==> src/rtl/acal_pkg.sv <==
package acal_pkg;

    typedef enum logic [1:0] {
        ST_IDLE    = 2'd0,
        ST_SETTLE  = 2'd1,
        ST_CAPTURE = 2'd2
    } acal_state_e;

endpackage

==> src/rtl/acal_settle_ctr.sv <==
module acal_settle_ctr #(
    parameter int CNT_W      = 16,
    parameter int SETTLE_RST = 8000
) (
    input  logic             clk,
    input  logic             rst_n,
    input  logic             cfg_wr,
    input  logic [CNT_W-1:0] cfg_wdata,
    input  logic             load,
    input  logic             dec,
    output logic [CNT_W-1:0] cfg_val,
    output logic             cfg_zero,
    output logic             cnt_last
);

    localparam logic [CNT_W-1:0] CFG_INIT = CNT_W'(SETTLE_RST);
    localparam logic [CNT_W-1:0] ONE      = CNT_W'(1);

    logic [CNT_W-1:0] cfg_q;
    logic [CNT_W-1:0] cnt_q;

    // settle-count register, writable at any time
    always_ff @(posedge clk or negedge rst_n) begin
        if (!rst_n) begin
            cfg_q <= CFG_INIT;
        end else if (cfg_wr) begin
            cfg_q <= cfg_wdata;
        end
    end

    // down-counter loaded from the register value held in the start cycle
    always_ff @(posedge clk or negedge rst_n) begin
        if (!rst_n) begin
            cnt_q <= '0;
        end else if (load) begin
            cnt_q <= cfg_q;
        end else if (dec && (cnt_q != '0)) begin
            cnt_q <= cnt_q - ONE;
        end
    end

    assign cfg_val  = cfg_q;
    assign cfg_zero = (cfg_q == '0);
    assign cnt_last = (cnt_q == ONE);

    // a write is visible on the next cycle
    a_r11_cfg_write: assert property (@(posedge clk) disable iff (!rst_n)
        cfg_wr |=> (cfg_q == $past(cfg_wdata)))
        else $error("a_r11_cfg_write");

    // the counter never wraps below zero
    a_r5_no_wrap: assert property (@(posedge clk) disable iff (!rst_n)
        (!load && dec && (cnt_q == '0)) |=> (cnt_q == '0))
        else $error("a_r5_no_wrap");

endmodule

==> src/rtl/acal_offset_reg.sv <==
module acal_offset_reg #(
    parameter int MS_W = 24
) (
    input  logic            clk,
    input  logic            rst_n,
    input  logic            clr,
    input  logic            cap,
    input  logic [MS_W-1:0] cap_data,
    input  logic            sw_wr,
    input  logic [MS_W-1:0] sw_wdata,
    output logic [MS_W-1:0] off_val
);

    logic [MS_W-1:0] off_q;

    // priority: clear, then capture, then software write
    always_ff @(posedge clk or negedge rst_n) begin
        if (!rst_n) begin
            off_q <= '0;
        end else if (clr) begin
            off_q <= '0;
        end else if (cap) begin
            off_q <= cap_data;
        end else if (sw_wr) begin
            off_q <= sw_wdata;
        end
    end

    assign off_val = off_q;

    // a clear always leaves zero behind
    a_r4_clear_zero: assert property (@(posedge clk) disable iff (!rst_n)
        clr |=> (off_q == '0))
        else $error("a_r4_clear_zero");

    // a capture stores the raw sample
    a_r6_capture_raw: assert property (@(posedge clk) disable iff (!rst_n)
        (cap && !clr) |=> (off_q == $past(cap_data)))
        else $error("a_r6_capture_raw");

endmodule

==> src/rtl/acal_sub_clamp.sv <==
module acal_sub_clamp #(
    parameter int MS_W = 24
) (
    input  logic            clk,
    input  logic            rst_n,
    input  logic            in_valid,
    input  logic [MS_W-1:0] in_data,
    input  logic [MS_W-1:0] off_val,
    output logic            out_valid,
    output logic [MS_W-1:0] out_data
);

    logic [MS_W:0]   diff;
    logic            under;
    logic [MS_W-1:0] clamped;

    always_comb begin
        diff    = {1'b0, in_data} - {1'b0, off_val};
        under   = diff[MS_W];
        clamped = under ? '0 : diff[MS_W-1:0];
    end

    always_ff @(posedge clk or negedge rst_n) begin
        if (!rst_n) begin
            out_valid <= 1'b0;
            out_data  <= '0;
        end else begin
            out_valid <= in_valid;
            if (in_valid) begin
                out_data <= clamped;
            end
        end
    end

    // a corrected value never exceeds the sample it came from
    a_r3_no_overflow: assert property (@(posedge clk) disable iff (!rst_n)
        in_valid |=> (out_data <= $past(in_data)))
        else $error("a_r3_no_overflow");

    // a sample at or below the offset gives zero
    a_r3_clamp_zero: assert property (@(posedge clk) disable iff (!rst_n)
        (in_valid && (in_data <= off_val)) |=> (out_data == '0))
        else $error("a_r3_clamp_zero");

endmodule

==> src/rtl/acal_fsm.sv <==
module acal_fsm
    import acal_pkg::*;
(
    input  logic        clk,
    input  logic        rst_n,
    input  logic        cal_start,
    input  logic        ms_valid,
    input  logic        cfg_zero,
    input  logic        cnt_last,
    output acal_state_e state,
    output logic        ld_cnt,
    output logic        dec_cnt,
    output logic        clr_off,
    output logic        cap_off,
    output logic        sw_wr_en,
    output logic        pass,
    output logic        done
);

    acal_state_e state_q;
    acal_state_e state_d;
    logic        is_idle;

    // state register
    always_ff @(posedge clk or negedge rst_n) begin
        if (!rst_n) begin
            state_q <= ST_IDLE;
        end else begin
            state_q <= state_d;
        end
    end

    // transitions
    always_comb begin
        state_d = state_q;
        unique case (state_q)
            ST_IDLE: begin
                if (cal_start) begin
                    state_d = cfg_zero ? ST_CAPTURE : ST_SETTLE;
                end
            end
            ST_SETTLE: begin
                if (ms_valid && cnt_last) begin
                    state_d = ST_CAPTURE;
                end
            end
            ST_CAPTURE: begin
                if (ms_valid) begin
                    state_d = ST_IDLE;
                end
            end
            default: state_d = ST_IDLE;
        endcase
    end

    // outputs
    always_comb begin
        is_idle  = (state_q == ST_IDLE);
        ld_cnt   = is_idle && cal_start;
        clr_off  = is_idle && cal_start;
        pass     = is_idle && ms_valid;
        sw_wr_en = is_idle;
        dec_cnt  = (state_q == ST_SETTLE) && ms_valid;
        cap_off  = (state_q == ST_CAPTURE) && ms_valid;
    end

    always_ff @(posedge clk or negedge rst_n) begin
        if (!rst_n) begin
            done <= 1'b0;
        end else begin
            done <= cap_off;
        end
    end

    assign state = state_q;

    // done is a single-cycle pulse
    a_r6_done_pulse: assert property (@(posedge clk) disable iff (!rst_n)
        done |=> !done)
        else $error("a_r6_done_pulse");

    // done only follows the capture state, and the block is back in idle
    a_r6_done_after_capture: assert property (@(posedge clk) disable iff (!rst_n)
        done |-> (state_q == ST_IDLE))
        else $error("a_r6_done_after_capture");

    // a start command during calibration does not restart the run
    a_r8_no_restart: assert property (@(posedge clk) disable iff (!rst_n)
        ((state_q == ST_CAPTURE) && !ms_valid) |=> (state_q == ST_CAPTURE))
        else $error("a_r8_no_restart");

endmodule

==> src/rtl/acal_unit.sv <==
module acal_unit
    import acal_pkg::*;
#(
    parameter int MS_W       = 24,
    parameter int CNT_W      = 16,
    parameter int SETTLE_RST = 8000
) (
    input  logic             clk,
    input  logic             rst_n,
    input  logic             ms_valid,
    input  logic [MS_W-1:0]  ms_data,
    input  logic             cal_start,
    input  logic             off_wr,
    input  logic [MS_W-1:0]  off_wdata,
    output logic [MS_W-1:0]  off_rdata,
    input  logic             settle_wr,
    input  logic [CNT_W-1:0] settle_wdata,
    output logic [CNT_W-1:0] settle_rdata,
    output logic             cal_done,
    output logic             corr_valid,
    output logic [MS_W-1:0]  corr_data
);

    acal_state_e     state;
    logic            ld_cnt;
    logic            dec_cnt;
    logic            clr_off;
    logic            cap_off;
    logic            sw_wr_en;
    logic            pass;
    logic            cfg_zero;
    logic            cnt_last;
    logic [MS_W-1:0] off_val;

    acal_fsm u_fsm (
        .clk       (clk),
        .rst_n     (rst_n),
        .cal_start (cal_start),
        .ms_valid  (ms_valid),
        .cfg_zero  (cfg_zero),
        .cnt_last  (cnt_last),
        .state     (state),
        .ld_cnt    (ld_cnt),
        .dec_cnt   (dec_cnt),
        .clr_off   (clr_off),
        .cap_off   (cap_off),
        .sw_wr_en  (sw_wr_en),
        .pass      (pass),
        .done      (cal_done)
    );

    acal_settle_ctr #(
        .CNT_W      (CNT_W),
        .SETTLE_RST (SETTLE_RST)
    ) u_settle (
        .clk       (clk),
        .rst_n     (rst_n),
        .cfg_wr    (settle_wr),
        .cfg_wdata (settle_wdata),
        .load      (ld_cnt),
        .dec       (dec_cnt),
        .cfg_val   (settle_rdata),
        .cfg_zero  (cfg_zero),
        .cnt_last  (cnt_last)
    );

    acal_offset_reg #(
        .MS_W (MS_W)
    ) u_offset (
        .clk      (clk),
        .rst_n    (rst_n),
        .clr      (clr_off),
        .cap      (cap_off),
        .cap_data (ms_data),
        .sw_wr    (off_wr && sw_wr_en),
        .sw_wdata (off_wdata),
        .off_val  (off_val)
    );

    acal_sub_clamp #(
        .MS_W (MS_W)
    ) u_sub (
        .clk       (clk),
        .rst_n     (rst_n),
        .in_valid  (pass),
        .in_data   (ms_data),
        .off_val   (off_val),
        .out_valid (corr_valid),
        .out_data  (corr_data)
    );

    assign off_rdata = off_val;

    // no corrected output while calibrating
    a_r7_quiet_in_cal: assert property (@(posedge clk) disable iff (!rst_n)
        (state != ST_IDLE) |=> !corr_valid)
        else $error("a_r7_quiet_in_cal");

    // offset is frozen during the settle phase
    a_r8_offset_frozen: assert property (@(posedge clk) disable iff (!rst_n)
        (state == ST_SETTLE) |=> $stable(off_rdata))
        else $error("a_r8_offset_frozen");

    // done never rises while settling
    a_r5_no_early_done: assert property (@(posedge clk) disable iff (!rst_n)
        (state == ST_SETTLE) |=> !cal_done)
        else $error("a_r5_no_early_done");

endmodule

==> config.mk <==
export PLATFORM = sky130hd
export DESIGN_NAME = acal_unit
export DESIGN_NICKNAME = d
export VERILOG_FILES = /design/src/rtl/acal_pkg.sv /design/src/rtl/acal_settle_ctr.sv /design/src/rtl/acal_offset_reg.sv /design/src/rtl/acal_sub_clamp.sv /design/src/rtl/acal_fsm.sv /design/src/rtl/acal_unit.sv
export SDC_FILE = /design/constraint.sdc
export NUM_CORES = 1
export LEC_CHECK = 0
export BUFFER_PORTS_ARGS = -buffer_cell sky130_fd_sc_hd__buf_2
export CAP_MARGIN = 20
export CELL_PAD_IN_SITES_DETAIL_PLACEMENT = 1
export CELL_PAD_IN_SITES_GLOBAL_PLACEMENT = 1
export CORE_UTILIZATION = 41
export CTS_CLUSTER_DIAMETER = 40
export DETAILED_ROUTE_END_ITERATION = 6
export HOLD_SLACK_MARGIN = 0.05
export PLACE_DENSITY_LB_ADDON = 0.1
export SLEW_MARGIN = 20
export SYNTH_ARGS = -nofsm -noshare
export SYNTH_HDL_FRONTEND = slang
export SYNTH_HIERARCHICAL = 1
export SYNTH_SLANG_ARGS = --single-unit
export TNS_END_PERCENT = 20
==> constraint.sdc <==
create_clock -name clk -period 2.75 [get_ports clk]
set_input_delay 0.1375 -clock clk [delete_from_list [all_inputs] [get_ports clk]]
set_output_delay 0.1375 -clock clk [all_outputs]
set_load 0.05 [all_outputs]
==> run metrics <==
pin count of the biggest net entering global routing=52; Chip Width=120 um; Slowest cell on crit path=ha_1; Worst Hold End=u_offset/off_val[23]; Final Slew Violations=0; Worst-Margin Slew=0.828 ns; post-synthesis register bit count=84; first-pass GRT wire length=29.3 mm; initial antenna violation count=0; CP bufs+invs=1; Non-Filler Instances=922; maxcap violations=0; met3 routed WL=515 um; outcome=finished, final reports clean; average size of a mapped cell=9.60 um2; met2 WL=9.18 mm; Via Count=5255; Worst R2R End=u_sub/out_data[19]; crit path capture type=flip-flop; Crit path max-delay family=compound AO/OA/AOI/OAI gates; number of flops mapped to enable cells by yosys=0; Power Density=1190 nW/um2; layout net count=838; CP Class=reg2reg; worst hold path type=in2reg; maximum clock frequency=0.383 GHz; VDD IR max=0.000571 V; uppermost routed layer=met4; overall routing resource usage=26.1%; Final Critical Period=2.61 ns; final design utilization=52.4%; final instance area=7030 um2; Final Setup Violations=0; residual DRC count=0; antenna cells=0; CTS Buf Count=9; cells after synthesis=594; Syn Nets=691; vias per cell=5.70; Worst-path clk slew=0.07 ns; I/O Pins=136; layout cells sized above 1=29.8%; RSZ-0062 raised after global routing=false; clock root cell=clkbuf_16; initial DRC count=293; CTS H-tree depth=3; sequential element share of the synthesized area=37.0%; reg2reg path depth=8; Crit path required time=3.01 ns; CP Cell Sequence=inv_1 -> ha_1 -> a21oi_1 -> o21ai_0 -> a2bb2oi_1 -> o21a_1 -> mux2_2 -> o32ai_2; Port-buffer cells=135; Placed Instances=889; Routed met1 length=7.93 mm; Placed Area=6530 um2; clock sink count=84; Worst EP arrival=2.86 ns; gr ovfl total=0; DP HPWL=13.6 mm; Routed WL per cell=19.5 um; period utilization=94.9%; clk buf depth=2; Post-synth ARST share=100%; RePlAce Congestion=0.868; Worst Path Max Fanout=7; clk_skew=0.00883 ns; Rel. slew slack=44.7%; HP Start=ms_data[23]; R2R Path Start=u_offset/off_val[12]; Initial Util=42.6%; R2R Setup Slk=0.14 ns; Placeable Area=13400 um2; row count=42; Syn. warnings=6; Leak=0.00307 uW; Synth cell types=80; Startpoint Class=flip-flop; router iterations before antenna repair=4; hold-critical path depth=3; Top FF cell, synth=dfrtp_1; Setup crit start=u_offset/off_val[12]; Mapped Area=5700 um2; post-route ant nets=0; setup TNS=0 ns; Die Ht=120 um; slowest stage delay, CP=0.39 ns; Hold Vio Cnt, Final=0; clk_lat worst skew=0.35 ns; Die Area=14400 um2; CTS tree=done; final WL=18.0 mm; Area Growth Syn to Fin=23.2%; vias in the first global route=5560
[cells in the final DEF (no fill, tap or decap), types with 10 or more instances in the layout]
cell	instances
buf_2	134
nor4_1	10
ha_1	26
nand2_1	43
buf_4	15
o21ai_0	23
xnor2_1	10
mux2_2	18
nand3_1	11
a21oi_1	37
inv_1	39
mux2i_1	29
nor2b_1	28
dlygate4sd3_1	17
nor2_1	29
dfrtp_1	78
a211oi_2	22
[registers in the layout, indices dropped and copies added, names as in the netlist]
name / cells
u_fsm/done: 1
u_fsm/state: 2
u_offset/off_val: 24
u_settle/cfg_val: 16
u_settle/cnt_q: 16
u_sub/out_data: 24
u_sub/out_valid: 1
[layout make-up]
class | count | area [um2]
Fill cell | 1592 | 6370
Multi-Input combinational cell | 441 | 3280
Sequential cell | 84 | 2110
Timing Repair Buffer | 166 | 953
Clock buffer | 12 | 256
Tap cell | 176 | 220
Inverter | 39 | 146
Clock inverter | 4 | 56.3
[metal layers]
layer | global-route usage [%] | vias up
met4 | 10.0 | 0
met1 | 33.1 | 2618
li1 | - | 2493
met5 | 0 | -
met2 | 45.2 | 117
met3 | 3.09 | 27
[where the power goes]
group	leakage, uW	internal (uW)	total [uW]	switching (uW)
registers	0.00104	1710	2160	450
logic	0.00187	1620	4890	3270
clock network	0.000153	761	1300	535
total	0.00307	4090	8340	4250
[worst max path at each step]
stage / endpoint / cells past startpoint / slack (ns)
floorplan: u_sub/out_data[17] / 9 / 0.12
global placement: u_sub/out_data[20] / 9 / 0.19
detailed placement: u_sub/out_data[20] / 9 / -0.01
CTS: u_sub/out_data[20] / 9 / 0.11
global route: u_sub/out_data[19] / 8 / 0.001
finish: u_sub/out_data[19] / 8 / 0.14
[through the flow]
stage,hold WS [ns],total power (uW),setup slack [ns]
after floorplan,-0.158,5740,0.119
after global routing,0.101,8850,0.00133
after global placement,0.213,6830,0.189
after detailed placement,0.237,7000,-0.0140
after CTS,0.0889,8360,0.106
final,0.0948,8340,0.141
[Yosys cell counts (all sizes together) (10+ instances only)]
cell type	instances	share of area, %
nor4	10	1.1
dfrtp	78	34
buf	16	2.2
nor2	31	2.1
mux2	18	3.6
nand3	11	0.97
a211oi	29	5.6
a21oi	37	3.2
nand2	43	2.8
clkbuf	14	0.97
ha	26	5.7
mux2i	29	5.1
o21ai	25	2.3
nor2b	28	3.1
o31ai	10	1.4
inv	39	2.6
xnor2	10	1.5
[kinds of logic (layout without fill, tap and decap cells)]
family / after synthesis / count (layout) / synth area share (%)
xor gates and xnor gates: 17 / 17 / 2.61
adders and majority gates: 27 / 27 / 6.05
DFF: 84 / 84 / 37.0
buffers and inverters: 69 / 221 / 5.70
muxes: 47 / 47 / 8.64
and+or+nand+nor: 183 / 183 / 17.4
AOI/OAI and AO/OA: 167 / 167 / 22.6
[worst register-to-register path, cell delays in order (launching register included)]
cell	delay [ns]
dfrtp_1	0.38
inv_1	0.06
ha_1	0.39
a21oi_1	0.29
o21ai_0	0.23
a2bb2oi_1	0.25
o21a_1	0.32
mux2_2	0.40
o32ai_2	0.20
[timing repair]
| action | 4_1_cts | 5_1_grt |
|---|---|---|
| endpoints found under the hold margin | 63 | 0 |
| setup endpoints to repair | 2 | 3 |
| buffers inserted | 0 | 0 |
| resized for setup | 1 | 1 |
| hold buffers | 17 | 0 |
Note: power is estimated with default switching activity, not from simulation.
